`src/rtl/tglp_pkg.sv`:
```
// Shared types for the toggle-bit completion poller.
package tglp_pkg;

    // Controller state.
    typedef enum logic [1:0] {
        ST_IDLE = 2'd0,
        ST_RD_A = 2'd1,
        ST_RD_B = 2'd2,
        ST_WRST = 2'd3
    } poll_state_t;

    // Outcome passed from the FSM to the output pulse stage.
    typedef enum logic [1:0] {
        RES_NONE = 2'd0,
        RES_PASS = 2'd1,
        RES_FAIL = 2'd2,
        RES_TMO  = 2'd3
    } poll_res_t;

endpackage

```
`src/rtl/tglp_bit_track.sv`:
```
// Toggle-bit tracker.
// Keeps the toggle bit of the first read of a pair. While the second read is
// acknowledged, it reports whether that bit has changed and what the flag bit reads.
// Assumes: TBIT and FBIT are distinct positions below DW.
module tglp_bit_track #(
    parameter int DW   = 16,
    parameter int TBIT = 6,
    parameter int FBIT = 5
) (
    input  logic          clk,
    input  logic          rst_n,
    input  logic          cap_first,
    input  logic [DW-1:0] rd_data,
    output logic          toggled,
    output logic          flag_hi
);

    logic first_q;

    // Store the reference toggle bit on the first read of a pair.
    always_ff @(posedge clk) begin
        if (!rst_n) begin
            first_q <= 1'b0;
        end else if (cap_first) begin
            first_q <= rd_data[TBIT];
        end
    end

    // Compare the current read against the stored reference.
    always_comb begin
        toggled = rd_data[TBIT] ^ first_q;
        flag_hi = rd_data[FBIT];
    end

endmodule

```
`src/rtl/tglp_pair_count.sv`:
```
// Poll budget counter.
// Counts normal pairs that ended in keep-polling. It raises last_pair when the
// pair now ending would use up the budget.
// Assumes: MAX_PAIRS >= 1; clr has priority over inc.
module tglp_pair_count #(
    parameter int MAX_PAIRS = 1024
) (
    input  logic clk,
    input  logic rst_n,
    input  logic clr,
    input  logic inc,
    output logic last_pair
);

    localparam int             CW   = $clog2(MAX_PAIRS + 1);
    localparam logic [CW-1:0]  LAST = CW'(MAX_PAIRS - 1);

    logic [CW-1:0] cnt_q;

    // Count pairs spent since the last start.
    always_ff @(posedge clk) begin
        if (!rst_n || clr) begin
            cnt_q <= '0;
        end else if (inc) begin
            cnt_q <= cnt_q + 1'b1;
        end
    end

    // Flag the pair that would reach the budget.
    always_comb begin
        last_pair = (cnt_q >= LAST);
    end

endmodule

```
`src/rtl/tglp_fsm.sv`:
```
// Sequencing FSM of the poller.
// Runs read pairs, decides pass, continue, confirm, fail or timeout, and drives
// the reset-command write. The outcome goes out on res for one cycle.
// Assumes: rd_ack and wr_ack are only high while the matching request is high.
module tglp_fsm
    import tglp_pkg::*;
(
    input  logic      clk,
    input  logic      rst_n,
    input  logic      start,
    input  logic      yield_req,
    input  logic      rd_ack,
    input  logic      wr_ack,
    input  logic      toggled,
    input  logic      flag_hi,
    input  logic      last_pair,
    output logic      rd_req,
    output logic      wr_req,
    output logic      cap_first,
    output logic      cnt_clr,
    output logic      cnt_inc,
    output poll_res_t res
);

    poll_state_t st_q, st_d;
    logic        conf_q, conf_d;
    logic        tmo_q, tmo_d;

    // State and mode registers.
    always_ff @(posedge clk) begin
        if (!rst_n) begin
            st_q   <= ST_IDLE;
            conf_q <= 1'b0;
            tmo_q  <= 1'b0;
        end else begin
            st_q   <= st_d;
            conf_q <= conf_d;
            tmo_q  <= tmo_d;
        end
    end

    // Next-state and control decode.
    always_comb begin
        st_d      = st_q;
        conf_d    = conf_q;
        tmo_d     = tmo_q;
        rd_req    = 1'b0;
        wr_req    = 1'b0;
        cap_first = 1'b0;
        cnt_clr   = 1'b0;
        cnt_inc   = 1'b0;
        res       = RES_NONE;
        unique case (st_q)
            ST_IDLE: begin
                if (start) begin
                    st_d    = ST_RD_A;
                    conf_d  = 1'b0;
                    tmo_d   = 1'b0;
                    cnt_clr = 1'b1;
                end
            end
            ST_RD_A: begin
                rd_req = 1'b1;
                if (rd_ack) begin
                    cap_first = 1'b1;
                    st_d      = ST_RD_B;
                end
            end
            ST_RD_B: begin
                rd_req = 1'b1;
                if (rd_ack) begin
                    if (!toggled) begin
                        res  = RES_PASS;
                        st_d = ST_IDLE;
                    end else if (conf_q) begin
                        tmo_d = 1'b0;
                        st_d  = ST_WRST;
                    end else if (flag_hi) begin
                        conf_d = 1'b1;
                        st_d   = ST_RD_A;
                    end else if (last_pair) begin
                        tmo_d = 1'b1;
                        st_d  = ST_WRST;
                    end else if (yield_req) begin
                        st_d = ST_IDLE;
                    end else begin
                        cnt_inc = 1'b1;
                        st_d    = ST_RD_A;
                    end
                end
            end
            ST_WRST: begin
                wr_req = 1'b1;
                if (wr_ack) begin
                    res  = tmo_q ? RES_TMO : RES_FAIL;
                    st_d = ST_IDLE;
                end
            end
            default: st_d = ST_IDLE;
        endcase
    end

endmodule

```
`src/rtl/tglp_pulse_out.sv`:
```
// Output pulse stage.
// Registers the FSM outcome into one-cycle done/pass/fail/timeout pulses.
// Assumes: res is RES_NONE except for single decision cycles.
module tglp_pulse_out
    import tglp_pkg::*;
(
    input  logic      clk,
    input  logic      rst_n,
    input  poll_res_t res,
    output logic      done,
    output logic      pass,
    output logic      fail,
    output logic      timeout
);

    // Turn the outcome code into registered pulses.
    always_ff @(posedge clk) begin
        if (!rst_n) begin
            done    <= 1'b0;
            pass    <= 1'b0;
            fail    <= 1'b0;
            timeout <= 1'b0;
        end else begin
            done    <= (res != RES_NONE);
            pass    <= (res == RES_PASS);
            fail    <= (res == RES_FAIL) || (res == RES_TMO);
            timeout <= (res == RES_TMO);
        end
    end

endmodule

```
`src/rtl/toggle_poll_ctrl.sv`:
```
// Toggle-bit completion poller, top level.
// Ties together the sequencing FSM, the toggle-bit tracker, the poll budget
// counter and the output pulse stage. It also drives the constant reset-command data.
// Assumes: the read and write ports follow a request-held-until-ack handshake.
module toggle_poll_ctrl #(
    parameter int          DW        = 16,
    parameter int          TBIT      = 6,
    parameter int          FBIT      = 5,
    parameter int          MAX_PAIRS = 1024,
    parameter logic [7:0]  RST_CMD   = 8'hF0
) (
    input  logic          clk,
    input  logic          rst_n,
    input  logic          start,
    input  logic          yield_req,
    output logic          rd_req,
    input  logic          rd_ack,
    input  logic [DW-1:0] rd_data,
    output logic          wr_req,
    input  logic          wr_ack,
    output logic [DW-1:0] wr_data,
    output logic          done,
    output logic          pass,
    output logic          fail,
    output logic          timeout
);
    import tglp_pkg::*;

    localparam logic [DW-1:0] CMD_WORD = DW'(RST_CMD);

    logic      cap_first;
    logic      toggled;
    logic      flag_hi;
    logic      cnt_clr;
    logic      cnt_inc;
    logic      last_pair;
    poll_res_t res;

    tglp_fsm u_fsm (
        .clk       (clk),
        .rst_n     (rst_n),
        .start     (start),
        .yield_req (yield_req),
        .rd_ack    (rd_ack),
        .wr_ack    (wr_ack),
        .toggled   (toggled),
        .flag_hi   (flag_hi),
        .last_pair (last_pair),
        .rd_req    (rd_req),
        .wr_req    (wr_req),
        .cap_first (cap_first),
        .cnt_clr   (cnt_clr),
        .cnt_inc   (cnt_inc),
        .res       (res)
    );

    tglp_bit_track #(.DW(DW), .TBIT(TBIT), .FBIT(FBIT)) u_track (
        .clk       (clk),
        .rst_n     (rst_n),
        .cap_first (cap_first),
        .rd_data   (rd_data),
        .toggled   (toggled),
        .flag_hi   (flag_hi)
    );

    tglp_pair_count #(.MAX_PAIRS(MAX_PAIRS)) u_cnt (
        .clk       (clk),
        .rst_n     (rst_n),
        .clr       (cnt_clr),
        .inc       (cnt_inc),
        .last_pair (last_pair)
    );

    tglp_pulse_out u_out (
        .clk     (clk),
        .rst_n   (rst_n),
        .res     (res),
        .done    (done),
        .pass    (pass),
        .fail    (fail),
        .timeout (timeout)
    );

    // Reset-command data is constant; the address is don't-care.
    always_comb begin
        wr_data = CMD_WORD;
    end

endmodule

```
`config.mk`:
```
export PLATFORM = sky130hd
export DESIGN_NAME = toggle_poll_ctrl
export DESIGN_NICKNAME = d
export VERILOG_FILES = /design/src/rtl/tglp_pkg.sv /design/src/rtl/tglp_bit_track.sv /design/src/rtl/tglp_pair_count.sv /design/src/rtl/tglp_fsm.sv /design/src/rtl/tglp_pulse_out.sv /design/src/rtl/toggle_poll_ctrl.sv
export SDC_FILE = /design/constraint.sdc
export NUM_CORES = 1
export LEC_CHECK = 0
export BUFFER_PORTS_ARGS = -buffer_cell sky130_fd_sc_hd__buf_2
export CAP_MARGIN = 15
export CORE_MARGIN = 2
export CORE_UTILIZATION = 36
export CTS_CLUSTER_SIZE = 20
export DETAILED_ROUTE_END_ITERATION = 10
export PLACE_DENSITY = 0.65
export SLEW_MARGIN = 20
export SYNTH_ARGS = -nofsm -noshare
export SYNTH_HDL_FRONTEND = slang
export SYNTH_HIERARCHICAL = 1
export SYNTH_SLANG_ARGS = --single-unit
```
`constraint.sdc`:
```
create_clock -name clk -period 2.2 [get_ports clk]
set_input_delay 0.11 -clock clk [delete_from_list [all_inputs] [get_ports clk]]
set_output_delay 0.11 -clock clk [all_outputs]
set_load 0.1 [all_outputs]
```
==> flow_results.xml, run 1 <==
<?xml version="1.0" encoding="UTF-8"?>
<metrics>
  <group name="drt">
    <metric name="vias" unit="">922</metric>
    <metric name="initial_drc_count" unit="">18</metric>
    <metric name="route.detailed.vias_per_inst" unit="">4.587</metric>
    <metric name="detail_route.wl_per_cell" unit="um">11.09</metric>
    <metric name="detail_route.drc_violations" unit="">0</metric>
    <metric name="totalWireLength" unit="um">2229</metric>
    <metric name="dr.pass1.iters" unit="">4</metric>
    <metric name="route.antenna.remaining_nets" unit="">0</metric>
  </group>
  <group name="synthesis">
    <metric name="synthesis.area_per_instance" unit="um2">8.940</metric>
    <metric name="ys.warnings.count" unit="">6</metric>
    <metric name="async_flop_share" unit="%">0</metric>
    <metric name="synth_top_cell_area_share" unit="%">34.19</metric>
    <metric name="synth.yosys.seq_area_share" unit="%">34.19</metric>
    <metric name="synth_enable_flop_cells" unit="">0</metric>
    <metric name="synthesis.instances" unit="">131</metric>
    <metric name="synth-seq-cells" unit="">20</metric>
    <metric name="ys_top_cells_by_area" unit="">dfxtp_1, buf_4, ha_1</metric>
    <metric name="ys.flop_type" unit="">dfxtp_1</metric>
    <metric name="syn_area" unit="um2">1171</metric>
    <metric name="synth_cell_types" unit="">43</metric>
    <metric name="synth_largest_area_cell" unit="">dfxtp_1</metric>
  </group>
  <group name="cells_and_area">
    <metric name="most_used_cells_in_the_layout_excluding_fill_and_tap_cells" unit="">dfxtp_1, conb_1, buf_4</metric>
    <metric name="final_nets" unit="">185</metric>
    <metric name="final_cells" unit="">201</metric>
    <metric name="multi_input_area" unit="um2">694.4</metric>
    <metric name="n_fill_cell" unit="">304</metric>
    <metric name="drive_gt1_share" unit="%">31.85</metric>
    <metric name="final_common_cell" unit="">dfxtp_1</metric>
    <metric name="diodes" unit="">0</metric>
    <metric name="areaGrowthSynthToFinish" unit="%">20.94</metric>
    <metric name="area.sequential" unit="um2">402.9</metric>
  </group>
  <group name="worst_setup_path">
    <metric name="worst_path_most_repeated_cell" unit="">a21oi_2</metric>
    <metric name="timing.critical_path.to_type" unit="">flop</metric>
    <metric name="timing.rr.start" unit="">u_cnt/cnt_q[1]</metric>
    <metric name="cp_slowest_stage_delay" unit="ns">0.44</metric>
    <metric name="cp_data_required_time" unit="ns">2.44</metric>
    <metric name="register_to_register_path_setup_slack" unit="ns">-0.01</metric>
    <metric name="path_delay_family" unit="">simple AND/OR/NAND/NOR gates</metric>
    <metric name="rr_endpoint" unit="">u_cnt/cnt_q[7]</metric>
    <metric name="critical_path_class" unit="">reg2reg</metric>
    <metric name="critical_path_peak_fanout" unit="">7</metric>
    <metric name="timing.critical_path.arrival" unit="ns">2.45</metric>
    <metric name="critical_path_buf_inv_count" unit="">1</metric>
    <metric name="reg2regPathDepth" unit="">10</metric>
    <metric name="start_kind" unit="">flop</metric>
    <metric name="cpMaxStageDelayCell" unit="">or4_4</metric>
    <metric name="path_cells" unit="">ha_4 -&gt; a21oi_2 -&gt; nor3_1 -&gt; a21o_1 -&gt; nor3_2 -&gt; nor4b_4 -&gt; buf_4 -&gt; nand4_4 -&gt; or4_4 -&gt; a21oi_2</metric>
    <metric name="cp_num_cells" unit="">10</metric>
  </group>
  <group name="sta">
    <metric name="final_cycle_utilization_of_the_critical_path" unit="%">100.5</metric>
    <metric name="hold_viol" unit="">0</metric>
    <metric name="rsz0062_at_grt" unit="">yes</metric>
    <metric name="worst_hold_slack" unit="ns">0.07571</metric>
    <metric name="worst_slack_setup_final" unit="ns">-0.01185</metric>
    <metric name="timing.fmax" unit="MHz">452.1</metric>
    <metric name="setup-violations-final" unit="">1</metric>
    <metric name="post-route-min-period" unit="ns">2.212</metric>
    <metric name="drv_slew" unit="">0</metric>
    <metric name="skew" unit="ns">0.01240</metric>
  </group>
  <group name="floorplan">
    <metric name="io_pins" unit="">44</metric>
    <metric name="floorplan.initialDensity" unit="%">38.05</metric>
    <metric name="placementRows" unit="">20</metric>
    <metric name="fp.dieH" unit="um">61.04</metric>
    <metric name="die_area" unit="um2">3725</metric>
    <metric name="floorplan.core_area" unit="um2">3078</metric>
    <metric name="fp.dieW" unit="um">61.04</metric>
  </group>
  <group name="clocking">
    <metric name="cts-buffers-inserted" unit="">3</metric>
    <metric name="cts-htree-levels" unit="">1</metric>
    <metric name="clk_root_buffer_cell" unit="">clkbuf_4</metric>
    <metric name="hold_buffers" unit="">0</metric>
    <metric name="clkSinkCount" unit="">20</metric>
    <metric name="clock_insertion_delay_worst_skew" unit="ns">0.31</metric>
    <metric name="clk_path_buf_depth" unit="">2</metric>
    <metric name="cts.reportedPaths.clkPinSlew" unit="ns">0.12</metric>
    <metric name="tritoncts" unit="">built</metric>
  </group>
  <group name="placement">
    <metric name="buffer_ports.inserted" unit="">13</metric>
    <metric name="place.detailed.hpwl" unit="um">1648</metric>
    <metric name="post-place-cells" unit="">195</metric>
    <metric name="gp_congestion" unit="">0.8376</metric>
  </group>
  <group name="status">
    <metric name="outcome" unit="">complete, but fails checks</metric>
    <metric name="violations_in_the_final_reports" unit="">setup timing</metric>
  </group>
  <group name="pwr">
    <metric name="worst_ir_drop_vdd" unit="uV">733.8</metric>
    <metric name="power_frac_comb" unit="%">43.7</metric>
    <metric name="cellLeakagePower" unit="nW">0.6202</metric>
    <metric name="switchingPower" unit="W">0.0005641</metric>
    <metric name="power_frac_clock" unit="%">23.9</metric>
    <metric name="power.density" unit="nW/um2">895.9</metric>
    <metric name="sequential_power_share" unit="%">32.4</metric>
    <metric name="p_sw_share" unit="%">44.45</metric>
    <metric name="p_int" unit="W">0.0007048</metric>
  </group>
  <group name="grt">
    <metric name="globalRouteOverflowTotal" unit="">0</metric>
    <metric name="grt_start_max_net_pins" unit="">13</metric>
    <metric name="grt_pass1_wl" unit="um">3519</metric>
    <metric name="via_count_of_the_first_global_routing_pass" unit="">840</metric>
    <metric name="antenna_found_initial" unit="">0</metric>
    <metric name="grt_util_all_layers" unit="%">12.34</metric>
  </group>
  <group name="min_path">
    <metric name="worstHoldStart" unit="">rd_data[6]</metric>
    <metric name="min_path_cells" unit="">3</metric>
    <metric name="hold_path.class" unit="">in2reg</metric>
    <metric name="hold-path-endpoint" unit="">u_track/first_q</metric>
  </group>
  <group name="flow_run">
    <metric name="max_capacitance_violation_count" unit="">0</metric>
  </group>
</metrics>
## state kept, by name, summed over array words and instances (netlist names)
signal           flops
u_track/first_q      1
u_fsm/st_q           2
u_out/timeout        1
u_out/pass           1
u_cnt/cnt_q         11
u_out/done           1
u_fsm/tmo_q          1
u_out/fail           1
u_fsm/conf_q         1
## tightest hold or removal path, delay by kind of cell
family                 cells  cell delay [ns]
muxes                      1             0.06
buffers and inverters      1             0.09
and+or+nand+nor            1             0.09
## per-stage QoR
stage	setup slack (ns)	TNS, ns	power (W)	utilization, %	cell area (um2)
after CTS	0.009272	0	0.001274	44.23	1361
after global routing	-0.1386	-0.5639	0.001330	46.02	1416
after global placement	-0.002165	-0.002165	0.0009507	42.32	1303
after detailed placement	-0.05192	-0.09973	0.0009654	42.32	1303
after floorplan	0.02045	0	0.0009095	-	1235
final	-0.01185	-0.01185	0.001269	46.02	1416
## layout make-up
cell class / count / share of cell area (%)
inverters: 8 / 2.120
flip-flops and latches: 20 / 28.45
repair buffers: 28 / 12.81
multi-input cells: 97 / 49.03
clock inverters: 1 / 2.120
well taps: 44 / 3.887
clock buffers: 3 / 1.590
## cells by family after synthesis
group / Yosys count / synth area share, %
flops: 20 / 34.19
xor+xnor: 4 / 2.992
simple gates: 44 / 23.72
other cells: 2 / 0.6413
mux: 2 / 1.709
buf+inv: 28 / 15.17
fa+ha+maj: 5 / 5.342
compound gates: 26 / 16.24
## worst max path at each step
stage | slack [ns] | from | end
6_report | -0.01 | u_cnt/cnt_q[1] | u_cnt/cnt_q[7]
4_1_cts | 0.009 | u_cnt/cnt_q[1] | u_cnt/cnt_q[7]
5_1_grt | -0.14 | u_cnt/cnt_q[1] | u_cnt/cnt_q[7]
3_3_place_gp | -0.002 | u_cnt/cnt_q[0] | u_cnt/cnt_q[7]
3_5_place_dp | -0.05 | u_cnt/cnt_q[1] | u_cnt/cnt_q[7]
2_1_floorplan | 0.02 | u_cnt/cnt_q[0] | u_cnt/cnt_q[7]
## power groups by stage
stage	registers, W	logic, W	clock network, W
6_report	0.000411	0.000555	0.000304
5_1_grt	0.000414	0.000590	0.000326
3_5_place_dp	0.000417	0.000549	0
2_1_floorplan	0.000432	0.000478	0
3_3_place_gp	0.000415	0.000535	0
4_1_cts	0.000411	0.000550	0.000313
## Yosys cell counts (all sizes together), types with 3 or more instances
library cell	n
xor2	3
o21a	3
nor2	6
a21oi	8
nand2	7
or4	4
buf	19
nand4	3
inv	8
o31ai	4
nor2b	4
dfxtp	20
nand3	4
and2	3
nor3	4
ha	5
## layer usage
layer / vias up / wire, um / global-route usage, %
met1: 427 / 953 / 14.32
met2: 20 / 1180 / 22.64
met5: - / 0 / 0
met4: 0 / 0 / 1.863
li1: 475 / - / -
met3: 0 / 95 / 3.782
## timing repair
action | CTS | global route
endpoints found under the setup margin | 5 | 7
pin swaps | 1 | 5
buffers inserted | 0 | 2
gates resized for setup | 2 | 8
(Power assumes the default switching activity.)
==> inputs of run 2 (changes only) <==
--- a/config.mk
+++ b/config.mk
@@ -5,13 +5,14 @@
 export SDC_FILE = /design/constraint.sdc
 export NUM_CORES = 1
 export LEC_CHECK = 0
-export BUFFER_PORTS_ARGS = -buffer_cell sky130_fd_sc_hd__buf_2
+export BUFFER_PORTS_ARGS = -buffer_cell sky130_fd_sc_hd__clkbuf_2
 export CAP_MARGIN = 15
 export CORE_MARGIN = 2
 export CORE_UTILIZATION = 36
 export CTS_CLUSTER_SIZE = 20
 export DETAILED_ROUTE_END_ITERATION = 10
 export PLACE_DENSITY = 0.65
+export SETUP_SLACK_MARGIN = 0.02
 export SLEW_MARGIN = 20
 export SYNTH_ARGS = -nofsm -noshare
 export SYNTH_HDL_FRONTEND = slang
==> run 2 against run 1 <==
The run now ends clean. Sequential cell count stayed put. Combinational power about the same. Via count up 3.1%. First-iteration DRC count shrank 17%. Setup slack better by 0.079 ns. Non-clock buffer count unchanged. Sequential power is essentially flat. Routed wire length shrank 1.9%. Critical path type unchanged. Largest cell class unchanged.
==> flow_results.xml, run 2 (synthesized netlist as in run 1, its figures left out) <==
<?xml version="1.0" encoding="UTF-8"?>
<metrics>
  <group name="sta">
    <metric name="post-route-min-period" unit="ns">2.133</metric>
    <metric name="setup-violations-final" unit="">0</metric>
    <metric name="rsz0062_at_grt" unit="">yes</metric>
    <metric name="timing.fmax" unit="MHz">468.9</metric>
    <metric name="slew_headroom" unit="%">64.09</metric>
    <metric name="final_cycle_utilization_of_the_critical_path" unit="%">96.94</metric>
    <metric name="drv_slew" unit="">0</metric>
    <metric name="slew_at_the_pin_with_the_worst_max_slew_slack" unit="ns">0.5410</metric>
    <metric name="hold_viol" unit="">0</metric>
    <metric name="skew" unit="ns">0.002329</metric>
  </group>
  <group name="cells_and_area">
    <metric name="areaGrowthSynthToFinish" unit="%">21.26</metric>
    <metric name="largest_register_ff_count" unit="">11</metric>
    <metric name="final_core_area_utilization" unit="%">46.14</metric>
    <metric name="max_flop_register" unit="">u_cnt/cnt_q</metric>
    <metric name="most_used_cells_in_the_layout_excluding_fill_and_tap_cells" unit="">dfxtp_1, conb_1, buf_4</metric>
    <metric name="drive_gt1_share" unit="%">33.76</metric>
    <metric name="top_regs" unit="">u_cnt/cnt_q (11), u_fsm/st_q (2)</metric>
    <metric name="final_common_cell" unit="">dfxtp_1</metric>
    <metric name="diodes" unit="">0</metric>
    <metric name="n_fill_cell" unit="">315</metric>
    <metric name="final_nets" unit="">185</metric>
  </group>
  <group name="grt">
    <metric name="antenna_found_initial" unit="">0</metric>
    <metric name="via_count_of_the_first_global_routing_pass" unit="">885</metric>
    <metric name="grt_util_all_layers" unit="%">12.55</metric>
    <metric name="grt_start_max_net_pins" unit="">13</metric>
    <metric name="grt_pass1_wl" unit="um">3553</metric>
    <metric name="globalRouteOverflowTotal" unit="">0</metric>
  </group>
  <group name="drt">
    <metric name="vias" unit="">951</metric>
    <metric name="dr.pass1.iters" unit="">4</metric>
    <metric name="totalWireLength" unit="um">2187</metric>
    <metric name="route.detailed.vias_per_inst" unit="">4.731</metric>
    <metric name="detail_route.wl_per_cell" unit="um">10.88</metric>
    <metric name="detail_route.drc_violations" unit="">0</metric>
    <metric name="initial_drc_count" unit="">15</metric>
    <metric name="route.antenna.remaining_nets" unit="">0</metric>
  </group>
  <group name="worst_setup_path">
    <metric name="cp_num_cells" unit="">10</metric>
    <metric name="critical_path_class" unit="">reg2reg</metric>
    <metric name="timing.critical_path.arrival" unit="ns">2.37</metric>
    <metric name="worst_path_most_repeated_cell" unit="">a21oi_2</metric>
    <metric name="cpMaxStageDelayCell" unit="">or4_4</metric>
    <metric name="critical_path_peak_fanout" unit="">7</metric>
    <metric name="timing.critical_path.to_type" unit="">flop</metric>
    <metric name="reg2regPathDepth" unit="">10</metric>
    <metric name="path_delay_family" unit="">simple AND/OR/NAND/NOR gates</metric>
    <metric name="path_cells" unit="">ha_4 -&gt; a21oi_2 -&gt; nor3_1 -&gt; a21o_1 -&gt; nor3_2 -&gt; nor4b_2 -&gt; buf_4 -&gt; nand4_4 -&gt; or4_4 -&gt; a21oi_2</metric>
    <metric name="critical_path_buf_inv_count" unit="">1</metric>
    <metric name="cp_slowest_stage_delay" unit="ns">0.44</metric>
    <metric name="cp_data_required_time" unit="ns">2.44</metric>
    <metric name="start_kind" unit="">flop</metric>
  </group>
  <group name="clocking">
    <metric name="cts-buffers-inserted" unit="">3</metric>
    <metric name="clkSinkCount" unit="">20</metric>
    <metric name="cts-htree-levels" unit="">1</metric>
    <metric name="clk_path_buf_depth" unit="">2</metric>
    <metric name="cts.reportedPaths.clkPinSlew" unit="ns">0.12</metric>
    <metric name="clk_root_buffer_cell" unit="">clkbuf_4</metric>
    <metric name="clock_insertion_delay_worst_skew" unit="ns">0.30</metric>
    <metric name="tritoncts" unit="">built</metric>
    <metric name="hold_buffers" unit="">0</metric>
  </group>
  <group name="pwr">
    <metric name="switchingPower" unit="W">0.0005623</metric>
    <metric name="cellLeakagePower" unit="nW">0.6093</metric>
    <metric name="p_sw_share" unit="%">44.44</metric>
    <metric name="power_frac_comb" unit="%">43.7</metric>
    <metric name="sequential_power_share" unit="%">32.4</metric>
    <metric name="power_frac_clock" unit="%">23.9</metric>
    <metric name="worst_ir_drop_vdd" unit="uV">762.8</metric>
    <metric name="power.density" unit="nW/um2">890.9</metric>
    <metric name="p_int" unit="W">0.0007029</metric>
    <metric name="fin_total_pwr" unit="W">0.001265</metric>
  </group>
  <group name="status">
    <metric name="outcome" unit="">finished, final reports clean</metric>
  </group>
  <group name="min_path">
    <metric name="hold_path.class" unit="">in2reg</metric>
    <metric name="min_path_cells" unit="">3</metric>
  </group>
  <group name="floorplan">
    <metric name="fp.dieH" unit="um">61.04</metric>
    <metric name="placementRows" unit="">20</metric>
    <metric name="die_area" unit="um2">3725</metric>
    <metric name="io_pins" unit="">44</metric>
    <metric name="fp.dieW" unit="um">61.04</metric>
    <metric name="floorplan.initialDensity" unit="%">38.05</metric>
    <metric name="floorplan.core_area" unit="um2">3078</metric>
  </group>
  <group name="placement">
    <metric name="buffer_ports.inserted" unit="">13</metric>
    <metric name="place.detailed.hpwl" unit="um">1705</metric>
    <metric name="gp_congestion" unit="">0.8345</metric>
  </group>
  <group name="flow_run">
    <metric name="max_capacitance_violation_count" unit="">0</metric>
  </group>
</metrics>
[run 2: power groups by stage]
stage,registers [W],logic [W],clock network [W]
floorplan,0.000432,0.000478,0
global placement,0.000415,0.000536,0
detailed placement,0.000416,0.000551,0
CTS,0.000409,0.000555,0.000313
global route,0.000412,0.000588,0.000323
finish,0.000410,0.000553,0.000302
[run 2: layout make-up]
type	count	area [um2]	area share [%]
Multi-Input combinational cell	97	698.2	49.16
Sequential cell	20	402.9	28.37
Timing Repair Buffer	28	181.4	12.78
Tap cell	44	55.05	3.877
Clock inverter	1	30.03	2.115
Inverter	8	30.03	2.115
Clock buffer	3	22.52	1.586
[run 2: worst min-delay path: cells and delay by family]
| family | cells | cell delay [ns] |
|---|---|---|
| and+or+nand+nor | 1 | 0.10 |
| buffers and inverters | 1 | 0.10 |
| muxes | 1 | 0.06 |
[run 2: final timing paths]
path / from / endpoint / slack [ns]
hold reg to reg: u_cnt/cnt_q[10] / u_cnt/cnt_q[10] / 0.50
setup / recovery: u_cnt/cnt_q[0] / u_cnt/cnt_q[9] / 0.07
hold / removal: rd_data[6] / u_track/first_q / 0.10
setup reg to reg: u_cnt/cnt_q[0] / u_cnt/cnt_q[9] / 0.07
[run 2: routing by layer]
layer  vias up  GRT usage (%)  share of wire (%)
met5         -              0                  0
li1        476              -                  -
met1       455          14.06                 42
met4         0          4.658               0.64
met3         2          2.101                3.6
met2        18          23.56                 54
[run 2: timing repair]
item | 4_1_cts | 5_1_grt
pin swaps | 2 | 2
buffers inserted | 0 | 2
gates resized for setup | 6 | 6
setup endpoints to repair | 6 | 4
endpoints found under the hold margin | 0 | 0
[run 2: metrics by stage]
step,setup TNS [ns],area [um2],setup WS [ns],std cells,hold slack (ns)
floorplan,0,1235,0.02045,145,0.2275
detailed placement,-0.1077,1303,-0.05522,195,0.4063
finish,0,1420,0.06726,201,0.1000
CTS,0,1374,0.03382,199,0.08373
global placement,-0.003728,1303,-0.002723,195,0.4049
global route,-0.07190,1420,-0.02764,201,0.1220
==> inputs of run 3 (changes only) <==
--- a/config.mk
+++ b/config.mk
@@ -8,10 +8,10 @@
 export BUFFER_PORTS_ARGS = -buffer_cell sky130_fd_sc_hd__clkbuf_2
 export CAP_MARGIN = 15
 export CORE_MARGIN = 2
-export CORE_UTILIZATION = 36
+export CORE_UTILIZATION = 43
 export CTS_CLUSTER_SIZE = 20
 export DETAILED_ROUTE_END_ITERATION = 10
-export PLACE_DENSITY = 0.65
+export PLACE_DENSITY = 0.75
 export SETUP_SLACK_MARGIN = 0.02
 export SLEW_MARGIN = 20
 export SYNTH_ARGS = -nofsm -noshare
==> run 3 against run 2 <==
Hold slack better by 0.0030 ns. Routed wire length is 2.1% higher. Core utilization rose by 8.8 points. Combinational power barely moved. Clock-buffer cell count rose by 1. Register-to-register slack lost 0.04 ns. Clock skew shrank 0.0012 ns. Highest routed layer unchanged.
==> flow_results.xml, run 3 (synthesized netlist as in run 1, its figures left out) <==
<?xml version="1.0" encoding="UTF-8"?>
<metrics>
  <group name="status">
    <metric name="outcome" unit="">finished, final reports clean</metric>
  </group>
  <group name="worst_setup_path">
    <metric name="path_delay_family" unit="">simple AND/OR/NAND/NOR gates</metric>
    <metric name="reg2regPathDepth" unit="">10</metric>
    <metric name="start_kind" unit="">flop</metric>
    <metric name="register_to_register_path_setup_slack" unit="ns">0.03</metric>
    <metric name="path_cells" unit="">buf_4 -&gt; a21oi_2 -&gt; nor3_1 -&gt; a21o_1 -&gt; nor3_2 -&gt; nor4b_4 -&gt; buf_4 -&gt; nand4_4 -&gt; or4_4 -&gt; a21oi_2</metric>
    <metric name="critical_path_buf_inv_count" unit="">2</metric>
    <metric name="cp_slowest_stage_delay" unit="ns">0.44</metric>
    <metric name="cpMaxStageDelayCell" unit="">or4_4</metric>
    <metric name="timing.rr.start" unit="">u_cnt/cnt_q[0]</metric>
    <metric name="cp_num_cells" unit="">10</metric>
    <metric name="rr_endpoint" unit="">u_cnt/cnt_q[9]</metric>
    <metric name="timing.critical_path.arrival" unit="ns">2.41</metric>
    <metric name="timing.critical_path.to" unit="">u_cnt/cnt_q[9]</metric>
    <metric name="critical_path_peak_fanout" unit="">6</metric>
    <metric name="cp_data_required_time" unit="ns">2.44</metric>
    <metric name="timing.critical_path.to_type" unit="">flop</metric>
    <metric name="critical_path_class" unit="">reg2reg</metric>
    <metric name="timing.critical_path.from" unit="">u_cnt/cnt_q[0]</metric>
  </group>
  <group name="pwr">
    <metric name="power.density" unit="nW/um2">851.1</metric>
    <metric name="fin_total_pwr" unit="W">0.001180</metric>
    <metric name="cellLeakagePower" unit="nW">0.6098</metric>
    <metric name="worst_ir_drop_vdd" unit="uV">976.0</metric>
  </group>
  <group name="floorplan">
    <metric name="floorplan.initialDensity" unit="%">46.43</metric>
    <metric name="fp.dieW" unit="um">56.19</metric>
    <metric name="io_pins" unit="">44</metric>
    <metric name="fp.dieH" unit="um">56.19</metric>
    <metric name="floorplan.core_area" unit="um2">2522</metric>
    <metric name="die_area" unit="um2">3157</metric>
    <metric name="placementRows" unit="">18</metric>
  </group>
  <group name="grt">
    <metric name="groute.layer.met3.usage" unit="%">5.349</metric>
    <metric name="routing_layer_with_the_top_usage_in_global_route" unit="">met2</metric>
    <metric name="grt_util_all_layers" unit="%">14.80</metric>
    <metric name="globalRouteOverflowTotal" unit="">0</metric>
    <metric name="antenna_found_initial" unit="">0</metric>
    <metric name="via_count_of_the_first_global_routing_pass" unit="">883</metric>
    <metric name="grt_pass1_wl" unit="um">3829</metric>
    <metric name="use_met2" unit="%">23.87</metric>
    <metric name="grt_start_max_net_pins" unit="">12</metric>
    <metric name="global_routing_usage_on_met1" unit="%">17.67</metric>
  </group>
  <group name="sta">
    <metric name="skew" unit="ns">0.001116</metric>
    <metric name="hold_viol" unit="">0</metric>
    <metric name="setup-violations-final" unit="">0</metric>
    <metric name="drv_slew" unit="">0</metric>
    <metric name="fin_tns_setup" unit="ns">0</metric>
    <metric name="slew_at_the_pin_with_the_worst_max_slew_slack" unit="ns">0.5408</metric>
    <metric name="final_cycle_utilization_of_the_critical_path" unit="%">98.78</metric>
    <metric name="slew_headroom" unit="%">64.10</metric>
    <metric name="rsz0062_at_grt" unit="">yes</metric>
    <metric name="post-route-min-period" unit="ns">2.173</metric>
    <metric name="timing.fmax" unit="MHz">460.1</metric>
  </group>
  <group name="cells_and_area">
    <metric name="final_common_cell" unit="">dfxtp_1</metric>
    <metric name="final_cells" unit="">187</metric>
    <metric name="top_regs" unit="">u_cnt/cnt_q (11), u_fsm/st_q (2)</metric>
    <metric name="diodes" unit="">0</metric>
    <metric name="most_used_cells_in_the_layout_excluding_fill_and_tap_cells" unit="">dfxtp_1, conb_1, buf_4</metric>
    <metric name="max_flop_register" unit="">u_cnt/cnt_q</metric>
    <metric name="areaGrowthSynthToFinish" unit="%">18.38</metric>
    <metric name="largest_register_ff_count" unit="">11</metric>
    <metric name="post_layout_inst_area" unit="um2">1386</metric>
    <metric name="drive_gt1_share" unit="%">33.12</metric>
    <metric name="final_nets" unit="">185</metric>
  </group>
  <group name="clocking">
    <metric name="clkSinkCount" unit="">20</metric>
    <metric name="clk_root_buffer_cell" unit="">clkbuf_4</metric>
    <metric name="cts-htree-levels" unit="">1</metric>
    <metric name="clock_insertion_delay_worst_skew" unit="ns">0.30</metric>
    <metric name="cts-buffers-inserted" unit="">3</metric>
    <metric name="cts.reportedPaths.clkPinSlew" unit="ns">0.11</metric>
    <metric name="tritoncts" unit="">built</metric>
    <metric name="clk_path_buf_depth" unit="">2</metric>
  </group>
  <group name="placement">
    <metric name="area_post_placement" unit="um2">1285</metric>
    <metric name="buffer_ports.inserted" unit="">13</metric>
    <metric name="place.detailed.hpwl" unit="um">1698</metric>
    <metric name="post-place-cells" unit="">181</metric>
    <metric name="gp_congestion" unit="">0.8586</metric>
  </group>
  <group name="min_path">
    <metric name="hold_path.class" unit="">in2reg</metric>
    <metric name="worstHoldStart" unit="">rd_data[6]</metric>
  </group>
  <group name="drt">
    <metric name="totalWireLength" unit="um">2233</metric>
    <metric name="dr.pass1.iters" unit="">4</metric>
    <metric name="route.detailed.vias_per_inst" unit="">5.086</metric>
    <metric name="initial_drc_count" unit="">27</metric>
    <metric name="detail_route.drc_violations" unit="">0</metric>
    <metric name="detail_route.wl_per_cell" unit="um">11.94</metric>
    <metric name="route.antenna.remaining_nets" unit="">0</metric>
    <metric name="vias" unit="">951</metric>
  </group>
  <group name="flow_run">
    <metric name="max_capacitance_violation_count" unit="">0</metric>
  </group>
</metrics>
==> run 3: cell count changes in the layout (fill, tap and decap cells not counted), sizes merged <==
cell | previous run | this run
bufinv | 1 | 0
clkbuf | 16 | 17
==> run 3: how the worst min path moves through the flow <==
| stage | slack (ns) | cells past startpoint | end |
|---|---|---|---|
| floorplan | 0.23 | 1 | u_out/done |
| CTS | 0.10 | 3 | u_track/first_q |
| finish | 0.10 | 3 | u_track/first_q |
| global route | 0.14 | 3 | u_track/first_q |
| global placement | 0.40 | 3 | u_track/first_q |
| detailed placement | 0.42 | 3 | u_track/first_q |
==> run 3: metrics by stage <==
stage | hold slack [ns] | util (%) | worst slack [ns]
finish | 0.1031 | 54.96 | 0.02676
global placement | 0.4047 | 50.94 | 0.02374
global route | 0.1422 | 54.96 | -0.1032
CTS | 0.1021 | 52.63 | 0.03062
floorplan | 0.2275 | - | 0.02045
detailed placement | 0.4198 | 50.94 | -0.05599
==> run 3: what timing repair did <==
item | in CTS | in global routing
cloned | 0 | 0
gates resized for setup | 2 | 9
setup buffers | 0 | 2
hold buffers | 0 | 0
pin swaps | 2 | 3
endpoints found under the setup margin | 5 | 7
==> run 3: worst reg2reg max path, delay by kind of cell (launching register included) <==
kind	cells	cell delay [ns]
AOI/OAI and AO/OA	3	0.43
buffers and inverters	2	0.32
DFF	1	0.35
and+or+nand+nor	5	1.01
==> run 3: layout make-up <==
type	count	area [um2]
repair buffers	28	177.7
clock buffers	4	36.28
flip-flops and latches	20	402.9
inverters	8	30.03
fillers	258	1136
well taps	30	37.54
multi-input cells	97	701.9
==> run 3: where the power goes <==
group	internal (W)	switching, W
combinational	0.000133	0.000422
sequential	0.000387	0.0000238
clock	0.000101	0.000113
==> run 3: routing by layer <==
| metal | up-vias | share of wire [%] |
|---|---|---|
| li1 | 474 | - |
| met1 | 439 | 42 |
| met2 | 32 | 51 |
| met3 | 6 | 6.0 |
| met4 | 0 | 1.2 |
| met5 | - | 0 |
